$ cat config.mk
export PLATFORM = sky130hd
export DESIGN_NAME = irq_collector
export DESIGN_NICKNAME = d
export VERILOG_FILES = /design/src/rtl/irq_collector_pkg.sv /design/src/rtl/irq_edge_sense.sv /design/src/rtl/irq_flag_bank.sv /design/src/rtl/irq_collector.sv
export SDC_FILE = /design/constraint.sdc
export NUM_CORES = 1
export LEC_CHECK = 0
export BUFFER_PORTS_ARGS = -buffer_cell sky130_fd_sc_hd__buf_4
export CORE_ASPECT_RATIO = 0.7
export CORE_UTILIZATION = 50
export DETAILED_ROUTE_END_ITERATION = 12
export PLACE_DENSITY = 0.8
export SYNTH_ARGS = -nofsm -noshare
export SYNTH_HDL_FRONTEND = slang
export SYNTH_SLANG_ARGS = --single-unit
$ cat constraint.sdc
create_clock -name clk -period 1.4 [get_ports clk]
set_input_delay 0.28 -clock clk [delete_from_list [all_inputs] [get_ports clk]]
set_output_delay 0.28 -clock clk [all_outputs]
set_load 0.05 [all_outputs]
$ cat src/rtl/irq_collector_pkg.sv
package irq_collector_pkg;
    localparam int REG_W  = 8;
    localparam int ADDR_W = 2;
    localparam int NCORE  = 3;

    localparam logic [ADDR_W-1:0] ADDR_CTL  = 2'd0;
    localparam logic [ADDR_W-1:0] ADDR_OPT  = 2'd1;
    localparam logic [ADDR_W-1:0] ADDR_PFLG = 2'd2;
    localparam logic [ADDR_W-1:0] ADDR_PEN  = 2'd3;

    // control register bit positions
    localparam int B_PRT_F = 0;
    localparam int B_EXT_F = 1;
    localparam int B_TMR_F = 2;
    localparam int B_PRT_E = 3;
    localparam int B_EXT_E = 4;
    localparam int B_TMR_E = 5;
    localparam int B_GRP_E = 6;
    localparam int B_GLB_E = 7;
    // option register bit position
    localparam int B_POL   = 6;

    typedef struct packed {
        logic glb_en;
        logic grp_en;
        logic tmr_en;
        logic ext_en;
        logic prt_en;
        logic pol;
    } cfg_t;
endpackage

$ cat src/rtl/irq_edge_sense.sv
module irq_edge_sense #(
    parameter int W = 1
) (
    input  logic         clk,
    input  logic         rst_n,
    input  logic [W-1:0] din,
    output logic [W-1:0] lvl,
    output logic [W-1:0] chg
);
    typedef struct packed {
        logic [W-1:0] s1;
        logic [W-1:0] s2;
        logic [W-1:0] prev;
    } sense_t;

    sense_t st_d, st_q;

    always_comb begin
        st_d      = st_q;
        st_d.s1   = din;
        st_d.s2   = st_q.s1;
        st_d.prev = st_q.s2;
    end

    always_ff @(posedge clk or negedge rst_n) begin
        if (!rst_n) st_q <= '0;
        else        st_q <= st_d;
    end

    assign lvl = st_q.s2;
    assign chg = st_q.s2 ^ st_q.prev;
endmodule

$ cat src/rtl/irq_flag_bank.sv
module irq_flag_bank #(
    parameter int W = 3
) (
    input  logic         clk,
    input  logic         rst_n,
    input  logic [W-1:0] evt,
    input  logic         wr,
    input  logic [W-1:0] wdata,
    output logic [W-1:0] flags
);
    logic [W-1:0] flags_d, flags_q;

    always_comb begin
        flags_d = flags_q;
        if (wr) flags_d = wdata;
        flags_d = flags_d | evt;   // a same-cycle event outranks the write
    end

    always_ff @(posedge clk or negedge rst_n) begin
        if (!rst_n) flags_q <= '0;
        else        flags_q <= flags_d;
    end

    assign flags = flags_q;
endmodule

$ cat src/rtl/irq_collector.sv
module irq_collector
    import irq_collector_pkg::*;
#(
    parameter int NPERIPH = 4,
    parameter int PORT_W  = 4
) (
    input  logic               clk,
    input  logic               rst_n,
    input  logic               ext_pin,
    input  logic [PORT_W-1:0]  port_hi,
    input  logic               tmr_ovf,
    input  logic [NPERIPH-1:0] periph_evt,
    input  logic               reg_wr,
    input  logic [ADDR_W-1:0]  reg_addr,
    input  logic [REG_W-1:0]   reg_wdata,
    output logic [REG_W-1:0]   reg_rdata,
    output logic               cpu_irq,
    output logic               wake_req
);
    typedef struct packed {
        cfg_t               cfg;
        logic [NPERIPH-1:0] pen;
    } st_t;

    st_t st_d, st_q;

    logic               ext_lvl, ext_chg, ext_evt;
    logic [PORT_W-1:0]  port_lvl, port_chg;
    logic [NCORE-1:0]   core_evt, core_flags_q, core_en;
    logic [NPERIPH-1:0] pflags_q;
    logic               core_wr, pflg_wr;
    logic               core_hit, periph_hit;
    logic               glb_en_w, grp_en_w;
    logic               unused_port_lvl;

    irq_edge_sense #(.W(1)) u_ext_sense (
        .clk(clk), .rst_n(rst_n), .din(ext_pin), .lvl(ext_lvl), .chg(ext_chg)
    );

    irq_edge_sense #(.W(PORT_W)) u_port_sense (
        .clk(clk), .rst_n(rst_n), .din(port_hi), .lvl(port_lvl), .chg(port_chg)
    );

    assign unused_port_lvl = &{1'b0, port_lvl};

    // detection follows only pin history, so a polarity flip adds no edge
    assign ext_evt = ext_chg & (st_q.cfg.pol ? ext_lvl : ~ext_lvl);

    always_comb begin
        core_evt          = '0;
        core_evt[B_PRT_F] = |port_chg;
        core_evt[B_EXT_F] = ext_evt;
        core_evt[B_TMR_F] = tmr_ovf;
    end

    assign core_wr = reg_wr && (reg_addr == ADDR_CTL);
    assign pflg_wr = reg_wr && (reg_addr == ADDR_PFLG);

    irq_flag_bank #(.W(NCORE)) u_core_flags (
        .clk(clk), .rst_n(rst_n), .evt(core_evt), .wr(core_wr),
        .wdata(reg_wdata[NCORE-1:0]), .flags(core_flags_q)
    );

    irq_flag_bank #(.W(NPERIPH)) u_periph_flags (
        .clk(clk), .rst_n(rst_n), .evt(periph_evt), .wr(pflg_wr),
        .wdata(reg_wdata[NPERIPH-1:0]), .flags(pflags_q)
    );

    // configuration registers
    always_comb begin
        st_d = st_q;
        if (reg_wr) begin
            case (reg_addr)
                ADDR_CTL: begin
                    st_d.cfg.prt_en = reg_wdata[B_PRT_E];
                    st_d.cfg.ext_en = reg_wdata[B_EXT_E];
                    st_d.cfg.tmr_en = reg_wdata[B_TMR_E];
                    st_d.cfg.grp_en = reg_wdata[B_GRP_E];
                    st_d.cfg.glb_en = reg_wdata[B_GLB_E];
                end
                ADDR_OPT: st_d.cfg.pol = reg_wdata[B_POL];
                ADDR_PEN: st_d.pen     = reg_wdata[NPERIPH-1:0];
                default:  ;
            endcase
        end
    end

    always_ff @(posedge clk or negedge rst_n) begin
        if (!rst_n) st_q <= '0;
        else        st_q <= st_d;
    end

    // request combining
    always_comb begin
        core_en          = '0;
        core_en[B_PRT_F] = st_q.cfg.prt_en;
        core_en[B_EXT_F] = st_q.cfg.ext_en;
        core_en[B_TMR_F] = st_q.cfg.tmr_en;
    end

    assign core_hit   = |(core_flags_q & core_en);
    assign periph_hit = st_q.cfg.grp_en & (|(pflags_q & st_q.pen));
    assign wake_req   = core_hit | periph_hit;
    assign cpu_irq    = wake_req & st_q.cfg.glb_en;

    assign glb_en_w = st_q.cfg.glb_en;
    assign grp_en_w = st_q.cfg.grp_en;

    // read mux
    always_comb begin
        reg_rdata = '0;
        case (reg_addr)
            ADDR_CTL: begin
                reg_rdata[NCORE-1:0] = core_flags_q;
                reg_rdata[B_PRT_E]   = st_q.cfg.prt_en;
                reg_rdata[B_EXT_E]   = st_q.cfg.ext_en;
                reg_rdata[B_TMR_E]   = st_q.cfg.tmr_en;
                reg_rdata[B_GRP_E]   = st_q.cfg.grp_en;
                reg_rdata[B_GLB_E]   = st_q.cfg.glb_en;
            end
            ADDR_OPT:  reg_rdata[B_POL]         = st_q.cfg.pol;
            ADDR_PFLG: reg_rdata[NPERIPH-1:0]   = pflags_q;
            default:   reg_rdata[NPERIPH-1:0]   = st_q.pen;
        endcase
    end
endmodule

==> results of run 1 <==
flip-flops by register name, indices dropped and copies added (netlist names):
signal and flops:
grp_en_w 1, u_port_sense.st_q 4, u_ext_sense.st_d 1, core_en 3
u_port_sense.st_d 4, st_q 5, u_core_flags.flags 3, u_periph_flags.flags 4
u_ext_sense.st_q 1, glb_en_w 1, u_port_sense.lvl 4, u_ext_sense.lvl 1
cells in the final DEF (no fill, tap or decap):
master         instances
inv_1                  6
o21ai_2                1
mux2_2                 8
nor4_1                 1
a22o_1                 1
nand2_1                5
a22o_4                 1
o211ai_1               1
a211o_1                5
xor2_1                 4
or3b_1                 1
dlygate4sd3_1          1
and3_1                 1
buf_4                 42
clkbuf_1               2
and2_4                 1
a222oi_1               1
buf_8                  2
a221oi_2               1
nand3_1                3
clkbuf_8               6
mux2_4                 6
o22ai_4                1
nor2_2                 1
buf_6                  8
nand3b_1               1
mux2i_1                2
and2_2                 1
dfrtp_1               32
nor3_2                 1
a22o_2                 3
nor2_1                 7
critical path, stage by stage, from the launching register on:
cell and delay, ns:
dfrtp_1 0.40, a222oi_1 0.37, buf_4 0.20, o22ai_4 0.07, buf_6 0.15
power breakdown:
group	total (µW)	internal, µW	switching, µW
Sequential	1090	1010	75.4
Clock	706	400	306
Combinational	660	333	327
metal layers:
metal  wire length, µm  vias to the layer above  track usage (%)
li1                  -                      461                -
met1              1340                      519             31.2
met2              1760                       48             43.0
met3               239                       16             10.4
met4               135                        0             13.2
met5                 0                        -                0
repair_timing:
item / 4_1_cts / 5_1_grt
hold buffers: 1 / 0
endpoints found under the hold margin: 32 / 0
setup buffers: 1 / 2
endpoints found under the setup margin: 8 / 9
resized for setup: 10 / 8
pin swaps: 2 / 1
kinds of logic after synthesis:
| logic type | count (synthesis) |
|---|---|
| AO/OA/AOI/OAI | 15 |
| XOR/XNOR | 4 |
| buffers and inverters | 9 |
| flip-flops | 32 |
| multiplexers | 16 |
| AND/OR/NAND/NOR | 23 |
cell type report:
| type | instances | area (µm²) | share of cell area [%] |
|---|---|---|---|
| repair buffers | 53 | 445 | 23.2 |
| multi-input cells | 58 | 518 | 27.0 |
| well taps | 34 | 42.5 | 2.22 |
| inverters | 6 | 22.5 | 1.17 |
| flip-flops and latches | 32 | 801 | 41.7 |
| clock buffers | 8 | 90.1 | 4.69 |
metrics by stage:
stage / setup WS (ns) / hold slack, ns
2_1_floorplan: -0.137 / -0.0156
3_3_place_gp: -0.107 / 0.232
3_5_place_dp: -0.120 / 0.237
4_1_cts: -0.329 / 0.0953
5_1_grt: -0.382 / 0.0901
6_report: -0.347 / 0.108
path summary, 6_finish.rpt:
kind,slack (ns),start,cells past startpoint,to
worst max-delay path,-0.35,u_core_flags.flags[0],4,cpu_irq
worst min-delay path,0.11,port_hi[0],1,u_port_sense.st_d[4]
worst max register to register,0.23,u_port_sense.st_q[3],3,u_core_flags.flags[0]
worst min register to register,0.35,u_port_sense.st_d[4],0,u_port_sense.lvl[0]
max in group asynchronous,0.63,rst_n,2,u_port_sense.st_d[6]
min in group asynchronous,0.47,rst_n,2,core_en[0]
==> flow_summary.ini, run 1 <==
[clock_tree]
cts_sinks = 32
htreeDepth = 2
cts.path.max_buffers = 2
clkTransAtPathRegs_ns = 0.06
clk_latency_ns = 0.28
cts_tree = built
cts-root-buf = clkbuf_8
cts_buffers = 5

[yosys]
synthXorXnorAreaFrac_pct = 2.67
synth-seq-cells = 32
synthDistinctLibCells = 24
syn_inst = 99
synthTopCellsByArea = dfrtp_1, mux2_2, mux2_4, a211o_1, a22o_1
synth-seq-area-share_pct = 61.1
synth_top_cell_area_share_pct = 61.1
synth_edf_count = 0
netlist_area_mm2 = 0.00131
synthAdderAreaFrac_pct = 0
synth_nets = 122
synth_area_per_cell_um2 = 13.2
yosys.area.top_type = dfrtp_1
yosysWarnings = 0
synth_common_cells = dfrtp_1, mux2_2, nor2_1, inv_1
yosysMostFrequentCell = dfrtp_1
synthArstFlopShare_pct = 100
synthFlopType = dfrtp_1
synth_compound_area_share_pct = 9.54
muxShareOfSynthArea_pct = 15.0
synthSimpleGateAreaFrac_pct = 8.40
synth_top_family_by_area = multiplexers

[grt]
grt_pass1_vias = 1074
track_usage_pct = 26.3
grt_max_degree = 33
gr-total-overflow = 0
grt_pass1_wl_mm = 5.19
antenna_found_initial = 0

[hold_path]
hp-class = in -> reg

[place]
portBuffers = 32
detailed_place_hpwl_mm = 2.26
place_inst = 179
place_area_mm2 = 0.00172
gp_congestion = 0.837

[route]
via_per_inst = 5.47
dr.pass1.iters = 4
wire_per_inst_um = 18.2
ant_nets = 0
route.detailed.drc = 0
routed_wl_mm = 3.48
via_count = 1044
drt_iter0_drc = 68

[status]
status = finished, violations left
failed_checks = negative setup slack

[final_layout]
finalNonFillerCells = 191
design_area_mm2 = 0.00192
diodes = 0
drive_gt1_share_pct = 52.9
nNetsFinal = 179
fin_util_pct = 77.5
nFillCells = 168
synthToLayoutAreaGrowth_pct = 46.4

[worst_setup_path]
cp_max_fo = 2
required_ns = 1.12
startpoint_type = register
crit_arrival_ns = 1.47
crit_path_end_kind = primary output
crit_type = reg -> out

[floorplan]
die-area_mm2 = 0.00283
die_x_um = 63.2
rows = 15
die_h_um = 44.8
core_mm2 = 0.00248
initial_core_util_pct = 52.9
ios = 33

[sta]
finalWorstSetupSlack_ns = -0.347
slew_headroom_pct = 73.6
skew_ns = 0.00232
fmax_ghz = 0.572
period_share_pct = 125
rsz0062_at_grt = true
hold_viol_final = 0
slew_viol_final = 0
setup_viol = 6
layout_min_cycle_time_ns = 1.75
tightestPinTransition_ns = 0.396
tns_ns = -1.76

[pwr]
total_leakage_power_uw = 0.000922
vdd_drop_max_uv = 978
power_uw = 2460
power_density_mw_per_mm2 = 1280

[flow_run]
maxCapViolCount = 0
(Power assumes the default switching activity.)
==> run 2: changes to the inputs <==
--- a/config.mk
+++ b/config.mk
@@ -9,7 +9,7 @@
 export CORE_ASPECT_RATIO = 0.7
 export CORE_UTILIZATION = 50
 export DETAILED_ROUTE_END_ITERATION = 12
-export PLACE_DENSITY = 0.8
+export PLACE_DENSITY = 0.76
 export SYNTH_ARGS = -nofsm -noshare
 export SYNTH_HDL_FRONTEND = slang
 export SYNTH_SLANG_ARGS = --single-unit
==> flow_summary.ini, run 2 (synthesized netlist as in run 1, its figures left out) <==
[pwr]
clkPwrFrac_pct = 29.3
p_seq_share_pct = 44.1
vdd_drop_max_uv = 814
power_density_mw_per_mm2 = 1270
switching_power_uw = 706
intPower_uw = 1750
switching_share_pct = 28.8
total_leakage_power_uw = 0.000927
combPwrFrac_pct = 26.6

[grt]
gr-total-overflow = 0
grt_pass1_wl_mm = 4.69
antenna_found_initial = 0
track_usage_pct = 23.1
grt_pass1_vias = 991
grt_max_degree = 33

[clock_tree]
htreeDepth = 2
cts_sinks = 32
cts_buffers = 5
clkTransAtPathRegs_ns = 0.07
cts_tree = built
clk_latency_ns = 0.27
cts.path.max_buffers = 2
cts-root-buf = clkbuf_8

[floorplan]
die_h_um = 44.8
ios = 33
initial_core_util_pct = 52.9
rows = 15
core_mm2 = 0.00248
die_x_um = 63.2
die-area_mm2 = 0.00283

[route]
via_per_inst = 5.16
route.detailed.drc = 0
ant_nets = 0
via_count = 986
dr.pass1.iters = 6
drt_iter0_drc = 22
wire_per_inst_um = 15.5
routed_wl_mm = 2.97

[worst_setup_path]
crit_arrival_ns = 1.47
crit_path_end_kind = primary output
r2r_end = u_core_flags.flags[0]
crit_type = reg -> out
startpoint_type = register
timing.rr.start = u_port_sense.lvl[3]
r2r_slack_ns = 0.35
cp_max_fo = 2
r2r_cells = 3
required_ns = 1.12

[sta]
setup_viol = 6
period_share_pct = 125
fmax_ghz = 0.570
whs_ns = 0.106
hold_viol_final = 0
rsz0062_at_grt = true
finalWorstSetupSlack_ns = -0.354
layout_min_cycle_time_ns = 1.75
slew_headroom_pct = 72.8
tightestPinTransition_ns = 0.408
skew_ns = 0.00717
slew_viol_final = 0

[place]
portBuffers = 32
detailed_place_hpwl_mm = 1.99
place_inst = 180
gp_congestion = 0.824

[final_layout]
nNetsFinal = 179
synthToLayoutAreaGrowth_pct = 47.4
nFillCells = 160
drive_gt1_share_pct = 54.1
layout_commonest_cell = buf_4
largest_reg_flops = 5
diodes = 0
layout_common_cells = buf_4, dfrtp_1, mux2_2
top_register = st_q
finalNonFillerCells = 191

[hold_path]
min_from = ext_pin
whs_endpoint = u_ext_sense.st_d[1]
hp-class = in -> reg
min_path_cells = 1

[status]
failed_checks = negative setup slack
status = finished, violations left

[flow_run]
maxCapViolCount = 0
run 2: how the worst max path moves through the flow:
stage | startpoint | slack (ns) | end
6_report | u_periph_flags.flags[0] | -0.35 | cpu_irq
5_1_grt | u_periph_flags.flags[0] | -0.44 | cpu_irq
4_1_cts | st_q[0] | -0.34 | cpu_irq
3_5_place_dp | u_periph_flags.flags[0] | -0.12 | wake_req
3_3_place_gp | u_periph_flags.flags[0] | -0.11 | wake_req
2_1_floorplan | u_periph_flags.flags[0] | -0.14 | wake_req
run 2: power by group through the flow:
stage	Combinational (µW)	Clock, µW	Sequential [µW]
floorplan	347	0	1070
global placement	557	0	1090
detailed placement	570	0	1090
CTS	615	744	1080
global route	689	780	1090
finish	654	719	1080
run 2: layout make-up:
cell class                 instances  area, µm²  area share (%)
tap                               34       42.5            2.20
multi-input combinational         58        524            27.1
sequential                        32        801            41.4
inverter                           6       22.5            1.17
timing repair buffer              53        449            23.2
clock inverter                     1       7.51           0.388
clock buffer                       7       86.3            4.47
run 2: through the flow:
| step | util, % | setup WS, ns | area, µm² | setup TNS [ns] | power [µW] |
|---|---|---|---|---|---|
| floorplan | - | -0.137 | 1330 | -0.174 | 1420 |
| global placement | 69.8 | -0.112 | 1730 | -0.449 | 1650 |
| detailed placement | 69.8 | -0.123 | 1730 | -0.579 | 1660 |
| CTS | 75.8 | -0.345 | 1880 | -1.73 | 2440 |
| global route | 78.0 | -0.437 | 1930 | -2.06 | 2560 |
| finish | 78.0 | -0.354 | 1930 | -1.76 | 2450 |
run 2: what timing repair did:
action | 4_1_cts | 5_1_grt
endpoints found under the setup margin | 7 | 9
hold buffers | 1 | 0
endpoints found under the hold margin | 32 | 0
pin swaps | 2 | 2
setup buffers | 1 | 1
gates resized for setup | 9 | 12
run 2: worst max-delay path: stages (launching register included):
cell and delay (ns):
dfrtp_1 0.39, a22o_1 0.25, a221oi_2 0.18, buf_4 0.16
o22ai_2 0.06, buf_6 0.16
run 2: metal layers:
metal  wire length [µm]  track usage (%)
met1               1380             30.6
met2               1400             34.2
met3                156             8.33
met4                 34             11.4
met5                  0                0
